### src/rtl/qscan_pkg.sv
package qscan_pkg;
    localparam int unsigned TBL_DEPTH = 64;
    localparam int unsigned IDX_W     = $clog2(TBL_DEPTH);
    localparam int unsigned BQ_W      = IDX_W + 1;
    localparam int unsigned MODE_W    = 5;
    localparam int unsigned CW_W      = 3 + MODE_W + 1 + BQ_W;

    // bit positions inside the control word (MSB side holds the enables)
    localparam int unsigned POS_CIE  = CW_W - 1;
    localparam int unsigned POS_PIE  = CW_W - 2;
    localparam int unsigned POS_ARM  = CW_W - 3;
    localparam int unsigned POS_MODE = CW_W - 4;
    localparam int unsigned POS_RSEL = BQ_W;

    localparam logic [MODE_W-1:0] MODE_OFF = MODE_W'(0);
    localparam logic [MODE_W-1:0] MODE_SW  = MODE_W'(1);
    localparam logic [MODE_W-1:0] MODE_EXT = MODE_W'(2);

    typedef enum logic [1:0] {
        ST_IDLE,
        ST_RUN,
        ST_WAIT,
        ST_SUSP
    } scan_st_e;

    typedef struct packed {
        logic              cie;
        logic              pie;
        logic [MODE_W-1:0] mode;
        logic              rsel;
        logic [BQ_W-1:0]   bq;
    } qcfg_t;

    function automatic logic mode_runs(input logic [MODE_W-1:0] m);
        return (m == MODE_SW) || (m == MODE_EXT);
    endfunction
endpackage

### src/rtl/qscan_cfg.sv
module qscan_cfg
    import qscan_pkg::*;
(
    input  logic            clk,
    input  logic            rst_n,
    input  logic            wr_en,
    input  logic [CW_W-1:0] wr_data,
    input  logic            clr_arm,
    output qcfg_t           cfg,
    output logic            arm,
    output logic            mode_upd,
    output logic [CW_W-1:0] rd_data
);
    typedef struct packed {
        qcfg_t cfg;
        logic  arm;
        logic  upd;
    } cfg_reg_t;

    cfg_reg_t r_d, r_q;

    always_comb begin
        r_d     = r_q;
        r_d.upd = 1'b0;
        if (clr_arm) begin
            r_d.arm = 1'b0;
        end
        if (wr_en) begin
            r_d.cfg.cie  = wr_data[POS_CIE];
            r_d.cfg.pie  = wr_data[POS_PIE];
            r_d.arm      = wr_data[POS_ARM];
            r_d.cfg.mode = wr_data[POS_MODE -: MODE_W];
            r_d.cfg.rsel = wr_data[POS_RSEL];
            r_d.cfg.bq   = wr_data[BQ_W-1:0];
            r_d.upd      = (wr_data[POS_MODE -: MODE_W] != r_q.cfg.mode);
        end
    end

    always_ff @(posedge clk) begin
        if (!rst_n) begin
            r_q <= '{cfg: '{cie: 1'b0, pie: 1'b0, mode: MODE_OFF, rsel: 1'b0,
                            bq: BQ_W'(TBL_DEPTH)},
                     arm: 1'b0, upd: 1'b0};
        end else begin
            r_q <= r_d;
        end
    end

    assign cfg      = r_q.cfg;
    assign arm      = r_q.arm;
    assign mode_upd = r_q.upd;
    assign rd_data  = {r_q.cfg.cie, r_q.cfg.pie, 1'b0, r_q.cfg.mode,
                       r_q.cfg.rsel, r_q.cfg.bq};

    AST_ARM_SELF_CLEAR: assert property (@(posedge clk) disable iff (!rst_n)
        (clr_arm && !wr_en) |=> !arm);
endmodule

### src/rtl/qscan_irq.sv
module qscan_irq #(
    parameter int unsigned N_REQ = 2
) (
    input  logic             clk,
    input  logic             rst_n,
    input  logic [N_REQ-1:0] set,
    input  logic [N_REQ-1:0] ack,
    output logic [N_REQ-1:0] req
);
    logic [N_REQ-1:0] req_d, req_q;

    always_comb begin
        for (int i = 0; i < N_REQ; i++) begin
            // a new event wins over an acknowledge in the same cycle
            req_d[i] = set[i] | (req_q[i] & ~ack[i]);
        end
    end

    always_ff @(posedge clk) begin
        if (!rst_n) begin
            req_q <= '0;
        end else begin
            req_q <= req_d;
        end
    end

    assign req = req_q;

    for (genvar g = 0; g < N_REQ; g++) begin : g_chk
        AST_REQ_STICKY: assert property (@(posedge clk) disable iff (!rst_n)
            (req_q[g] && !ack[g]) |=> req_q[g]);
        AST_REQ_CLEAR: assert property (@(posedge clk) disable iff (!rst_n)
            (ack[g] && !set[g]) |=> !req_q[g]);
    end
endmodule

### src/rtl/qscan_ctrl.sv
module qscan_ctrl
    import qscan_pkg::*;
(
    input  logic             clk,
    input  logic             rst_n,
    input  qcfg_t            cfg,
    input  logic             arm,
    input  logic             mode_upd,
    input  logic             trig,
    input  logic             hold,
    input  logic             ent_pause,
    input  logic             ent_eoq,
    input  logic             conv_done,
    output logic [IDX_W-1:0] ent_idx,
    output logic             conv_start,
    output logic             scan_end,
    output logic             set_cmpl,
    output logic             set_pause
);
    typedef struct packed {
        scan_st_e         st;
        logic [IDX_W-1:0] idx;   // entry being issued or in flight
        logic [IDX_W-1:0] sub;   // head of the current sub-queue
        logic             pf;    // pause flag of the entry in flight
        logic             ef;    // end marker of the entry in flight
        logic             rs;    // resume select in force
    } ctl_t;

    ctl_t c_d, c_q;
    logic             last;
    logic             go;
    logic             abort;
    logic [IDX_W-1:0] resume_at;

    always_comb begin
        c_d        = c_q;
        conv_start = 1'b0;
        scan_end   = 1'b0;
        set_cmpl   = 1'b0;
        set_pause  = 1'b0;
        last       = c_q.ef || (c_q.idx == IDX_W'(TBL_DEPTH - 1));
        resume_at  = c_q.rs ? c_q.idx : c_q.sub;
        go         = arm && ((cfg.mode == MODE_SW) || ((cfg.mode == MODE_EXT) && trig));
        abort      = mode_upd && !mode_runs(cfg.mode) && (c_q.st != ST_IDLE);

        // policy follows the register only while idle or on a mode change
        if ((c_q.st == ST_IDLE) || mode_upd) begin
            c_d.rs = cfg.rsel;
        end

        unique case (c_q.st)
            ST_IDLE: begin
                if (go) begin
                    if (cfg.bq[BQ_W-1]) begin
                        scan_end = 1'b1;
                        set_cmpl = cfg.cie;
                    end else begin
                        c_d.st  = ST_RUN;
                        c_d.idx = cfg.bq[IDX_W-1:0];
                        c_d.sub = cfg.bq[IDX_W-1:0];
                    end
                end
            end
            ST_RUN: begin
                if (hold) begin
                    c_d.st  = ST_SUSP;
                    c_d.idx = resume_at;
                end else begin
                    conv_start = 1'b1;
                    c_d.pf     = ent_pause;
                    c_d.ef     = ent_eoq;
                    c_d.st     = ST_WAIT;
                end
            end
            ST_WAIT: begin
                if (conv_done) begin
                    set_pause = c_q.pf && cfg.pie;
                    if (last) begin
                        c_d.st   = ST_IDLE;
                        scan_end = 1'b1;
                        set_cmpl = cfg.cie;
                        c_d.rs   = cfg.rsel;
                    end else begin
                        c_d.idx = c_q.idx + 1'b1;
                        if (c_q.pf) begin
                            c_d.sub = c_q.idx + 1'b1;
                        end
                        c_d.st = ST_RUN;
                    end
                end else if (hold) begin
                    c_d.st  = ST_SUSP;
                    c_d.idx = resume_at;
                end
            end
            ST_SUSP: begin
                if (!hold) begin
                    c_d.st = ST_RUN;
                end
            end
        endcase

        if (abort) begin
            c_d.st     = ST_IDLE;
            conv_start = 1'b0;
            scan_end   = 1'b1;
            set_cmpl   = 1'b0;
            set_pause  = 1'b0;
        end
    end

    always_ff @(posedge clk) begin
        if (!rst_n) begin
            c_q <= '{st: ST_IDLE, idx: '0, sub: '0, pf: 1'b0, ef: 1'b0, rs: 1'b0};
        end else begin
            c_q <= c_d;
        end
    end

    assign ent_idx = c_q.idx;

    AST_ONE_INFLIGHT: assert property (@(posedge clk) disable iff (!rst_n)
        conv_start |=> !conv_start);
    AST_IDX_STEP: assert property (@(posedge clk) disable iff (!rst_n)
        ((c_q.st == ST_WAIT) && conv_done && !last && !abort)
            |=> (ent_idx == $past(ent_idx) + 1'b1));
    AST_HOLD_SUSPENDS: assert property (@(posedge clk) disable iff (!rst_n)
        ((c_q.st == ST_WAIT) && hold && !conv_done && !abort)
            |=> (c_q.st == ST_SUSP));
endmodule

### src/rtl/qscan_seq.sv
module qscan_seq
    import qscan_pkg::*;
(
    input  logic             clk,
    input  logic             rst_n,
    input  logic             cfg_we,
    input  logic [CW_W-1:0]  cfg_wdata,
    output logic [CW_W-1:0]  cfg_rdata,
    output logic [BQ_W-1:0]  q1_end,
    input  logic             trig,
    input  logic             hold,
    output logic [IDX_W-1:0] tbl_idx,
    input  logic             tbl_pause,
    input  logic             tbl_eoq,
    output logic             conv_start,
    input  logic             conv_done,
    output logic             irq_cmpl,
    output logic             irq_pause,
    input  logic             ack_cmpl,
    input  logic             ack_pause
);
    qcfg_t      cfg;
    logic       arm;
    logic       mode_upd;
    logic       scan_end;
    logic       set_cmpl;
    logic       set_pause;
    logic [1:0] irq_req;

    qscan_cfg u_cfg (
        .clk      (clk),
        .rst_n    (rst_n),
        .wr_en    (cfg_we),
        .wr_data  (cfg_wdata),
        .clr_arm  (scan_end),
        .cfg      (cfg),
        .arm      (arm),
        .mode_upd (mode_upd),
        .rd_data  (cfg_rdata)
    );

    qscan_ctrl u_ctrl (
        .clk        (clk),
        .rst_n      (rst_n),
        .cfg        (cfg),
        .arm        (arm),
        .mode_upd   (mode_upd),
        .trig       (trig),
        .hold       (hold),
        .ent_pause  (tbl_pause),
        .ent_eoq    (tbl_eoq),
        .conv_done  (conv_done),
        .ent_idx    (tbl_idx),
        .conv_start (conv_start),
        .scan_end   (scan_end),
        .set_cmpl   (set_cmpl),
        .set_pause  (set_pause)
    );

    qscan_irq #(.N_REQ(2)) u_irq (
        .clk   (clk),
        .rst_n (rst_n),
        .set   ({set_pause, set_cmpl}),
        .ack   ({ack_pause, ack_cmpl}),
        .req   (irq_req)
    );

    assign irq_cmpl  = irq_req[0];
    assign irq_pause = irq_req[1];
    assign q1_end    = cfg.bq;
endmodule

### config.mk
export PLATFORM = sky130hd
export DESIGN_NAME = qscan_seq
export DESIGN_NICKNAME = d
export VERILOG_FILES = /design/src/rtl/qscan_pkg.sv /design/src/rtl/qscan_cfg.sv /design/src/rtl/qscan_irq.sv /design/src/rtl/qscan_ctrl.sv /design/src/rtl/qscan_seq.sv
export SDC_FILE = /design/constraint.sdc
export NUM_CORES = 1
export LEC_CHECK = 0
export BUFFER_PORTS_ARGS = -buffer_cell sky130_fd_sc_hd__buf_2
export CORE_MARGIN = 1.5
export CORE_UTILIZATION = 40
export DETAILED_ROUTE_END_ITERATION = 16
export MAX_ROUTING_LAYER = met4
export PLACE_DENSITY = 0.7
export SLEW_MARGIN = 20
export SYNTH_ARGS = -nofsm -noshare
export SYNTH_HDL_FRONTEND = slang
export SYNTH_HIERARCHICAL = 1
export SYNTH_SLANG_ARGS = --single-unit
### constraint.sdc
create_clock -name clk -period 1.93 [get_ports clk]
set_clock_uncertainty 0.15 [all_clocks]
set_input_delay 0.0965 -clock clk [delete_from_list [all_inputs] [get_ports clk]]
set_output_delay 0.0965 -clock clk [all_outputs]
set_load 0.02 [all_outputs]
==> flow_metrics.py <==
metrics = {
    "global_route": {
        "grt_usage_pct": 19.7,
        "grt_pass1_vias": 1905,
        "grt_pass1_wl_um": 9140,
        "grt_max_degree": 19,
        "antenna_found_initial": 0,
        "overflow": 0,
    },
    "clock_tree": {
        "clock_latency_ns": 0.29,
        "cts_max_path_buffers": 2,
        "cts.sinks": 36,
        "cts-buffers-inserted": 5,
        "clk_pin_slew_worst_paths_ns": 0.07,
        "clockRootBuffer": "clkbuf_8",
        "cts_max_level": 2,
        "cts_tree": "done",
    },
    "placed_design": {
        "hpwl_um": 3740,
        "place_congestion": 0.956,
        "numPortBuffers": 56,
        "placed_area_um2": 2530,
        "pre_cts_ws_ns": -0.105,
    },
    "timing": {
        "maxSlewViolCount": 0,
        "timing.fmax_mhz": 512,
        "rsz0062_at_grt": "true",
        "period_minus_slack_ns": 1.95,
        "finalSetupViolCount": 4,
        "finalHoldViolations": 0,
        "fin_crit_sh_pct": 101,
        "worst_slew_pin_slew_ns": 0.511,
        "fin_ws_ns": -0.0248,
        "relSlewSlack_pct": 65.9,
    },
    "yosys": {
        "ys_seq_area_share_pct": 32.3,
        "synth_cells": 248,
        "async_flop_share_pct": 0,
        "yosysWarnings": 6,
        "syn_area_um2": 2230,
        "ys.flop_type": "dfxtp_1",
        "synth-edff-count": 0,
        "synth_area_per_cell_um2": 9.01,
        "synth_cell_types": 50,
        "synth_fp_nets": 280,
        "ys_seq_elements": 36,
    },
    "drt": {
        "drc_errors": 0,
        "drt-initial-drc-count": 97,
        "viasPerCell": 5.04,
        "via_count": 2027,
        "first_pass_iters": 4,
        "final_antenna_net_count": 0,
        "wirelength_um": 5550,
        "wl_per_cell_um": 13.8,
    },
    "power_and_ir_drop": {
        "ir_drop_mv": 0.390,
        "leakage_nw": 1.28,
        "p_per_area_nw_per_um2": 529,
    },
    "die": {
        "dieWidth_um": 77.7,
        "core_um2": 5440,
        "io_pins": 58,
        "die_height_um": 77.7,
        "rows": 27,
        "start_util_pct": 41.1,
        "die-area_um2": 6040,
    },
    "worst_setup_path": {
        "crit_path_start_kind": "flip-flop",
        "critPathRequiredTime_ns": 1.98,
        "cp.arrival_ns": 2.00,
        "cp_max_fo": 3,
        "critPathKind": "reg -> reg",
        "cp_slowest_stage_delay_ns": 0.57,
        "cp-end-kind": "flip-flop",
        "crit_chain": "or4b_4 > a21o_4 > a221oi_4 > nor2_1 > a311oi_1",
        "slowest_stage": "or4b_4",
    },
    "min_path": {
        "hp-class": "in -> reg",
    },
    "flow_run": {
        "drv_cap": 0,
    },
    "layout": {
        "syn_to_final_growth_pct": 35.8,
        "final_area_um2": 3030,
        "diodes": 0,
        "fillers": 473,
        "fin_nets": 361,
        "drive_above_1_share_pct": 35.8,
    },
    "run_status": {
        "violations": "setup timing",
        "outcome": "complete, but fails checks",
    },
}
-- final timing paths --
check             slack (ns)  depth (start not counted)          start        endpoint
setup / recovery       -0.02                          5  u_cfg/cfg[12]  u_ctrl/c_q[15]
hold / removal          0.01                          2          rst_n   u_cfg/cfg[12]
setup reg to reg       -0.02                          5  u_cfg/cfg[12]  u_ctrl/c_q[15]
hold reg to reg         0.31                          2  u_ctrl/c_q[6]   u_ctrl/c_q[6]
-- synthesized netlist by cell type, drive strengths merged (2+ instances only) --
cell type,n,area (um^2)
nor3,11,55.1
xnor2,4,35.0
nor2,12,45.0
o221ai,4,35.0
a21o,2,23.8
nand2b,5,31.3
o21ai,7,35.0
buf,27,218
o22ai,2,12.5
nand3,6,30.0
clkbuf,6,23.8
a31oi,2,12.5
a21oi,13,76.3
or3,2,12.5
nand2,16,60.1
inv,8,30.0
dfxtp,36,721
a311oi,2,17.5
o21a,2,15.0
mux2i,27,270
nor3b,2,15.0
a211o,3,26.3
xor2,5,43.8
ha,6,75.1
nor2b,20,140
-- per-layer routing --
| metal | routed length [um] | global-route usage [%] | vias to the layer above |
|---|---|---|---|
| met2 | 2670 | 31.3 | 70 |
| met1 | 2510 | 25.0 | 943 |
| met5 | 0 | - | - |
| met3 | 289 | 3.65 | 7 |
| li1 | - | - | 1007 |
| met4 | 70 | 6.73 | 0 |
-- sequential cells by signal (all words and copies together) (netlist names) --
signal          flops
u_cfg/cfg          15
u_ctrl/c_q         11
u_ctrl/ent_idx      6
u_irq/req           2
u_cfg/arm           1
u_cfg/mode_upd      1
-- where the power goes --
part | internal, mW | total [mW] | switching (mW)
registers | 0.767 | 0.792 | 0.0257
clock network | 0.284 | 0.543 | 0.258
logic | 0.133 | 0.270 | 0.137
-- timing repair --
| item | CTS | global route |
|---|---|---|
| resized for setup | 13 | 13 |
| setup buffers | 0 | 3 |
| endpoints found under the hold margin | 21 | 0 |
| pin swaps | 3 | 5 |
| hold buffers | 26 | 0 |
| setup endpoints to repair | 12 | 14 |
-- worst max-delay path, delay by kind of cell (launching register included) --
kind | cells | cell delay (ns)
simple gates | 2 | 0.65
compound gates | 3 | 0.74
flops | 1 | 0.32
-- through the flow --
stage               power [mW]  hold WS (ns)  utilization, %  instances   TNS (ns)
floorplan                0.969        0.0640               -        248  -0.000964
global placement          1.02         0.165            46.6        365     -0.107
detailed placement        1.03         0.184            46.6        365     -0.472
CTS                       1.62       0.00358            54.2        399    -0.0138
global route              1.68        0.0161            55.8        402     -0.542
finish                    1.61        0.0130            55.8        402    -0.0622
-- cell families after synthesis --
kind of cell / share of synthesized area (%)
muxes: 12.1
DFF: 32.3
AOI/OAI and AO/OA: 15.7
and+or+nand+nor: 20.8
xor gates and xnor gates: 3.53
other: 0.168
adders and majority gates: 3.36
buffers and inverters: 12.2
-- cells in the final DEF, fill, tap and decap left out, types with 4 or more instances in the layout --
cell type | synthesis | layout
a21oi_1 | 12 | 10
buf_2 | 2 | 55
buf_4 | 22 | 26
clkbuf_8 | 0 | 6
dfxtp_1 | 36 | 33
dlygate4sd3_1 | 0 | 26
ha_1 | 6 | 4
inv_1 | 8 | 8
mux2i_1 | 27 | 27
nand2_1 | 16 | 16
nand2b_1 | 5 | 5
nand3_1 | 6 | 6
nor2_1 | 12 | 12
nor2b_1 | 18 | 16
nor3_1 | 11 | 7
o21ai_0 | 7 | 5
o221ai_1 | 4 | 4
xnor2_1 | 4 | 4
xor2_1 | 5 | 5
-- area by class of cell --
type	instances	area (um^2)	area share, %
inverters	8	30.0	0.990
repair buffers	107	731	24.1
well taps	72	90.1	2.97
clock inverters	2	10.0	0.330
multi-input cells	171	1370	45.0
flip-flops and latches	36	724	23.9
clock buffers	6	82.6	2.72
(Power assumes the default switching activity.)
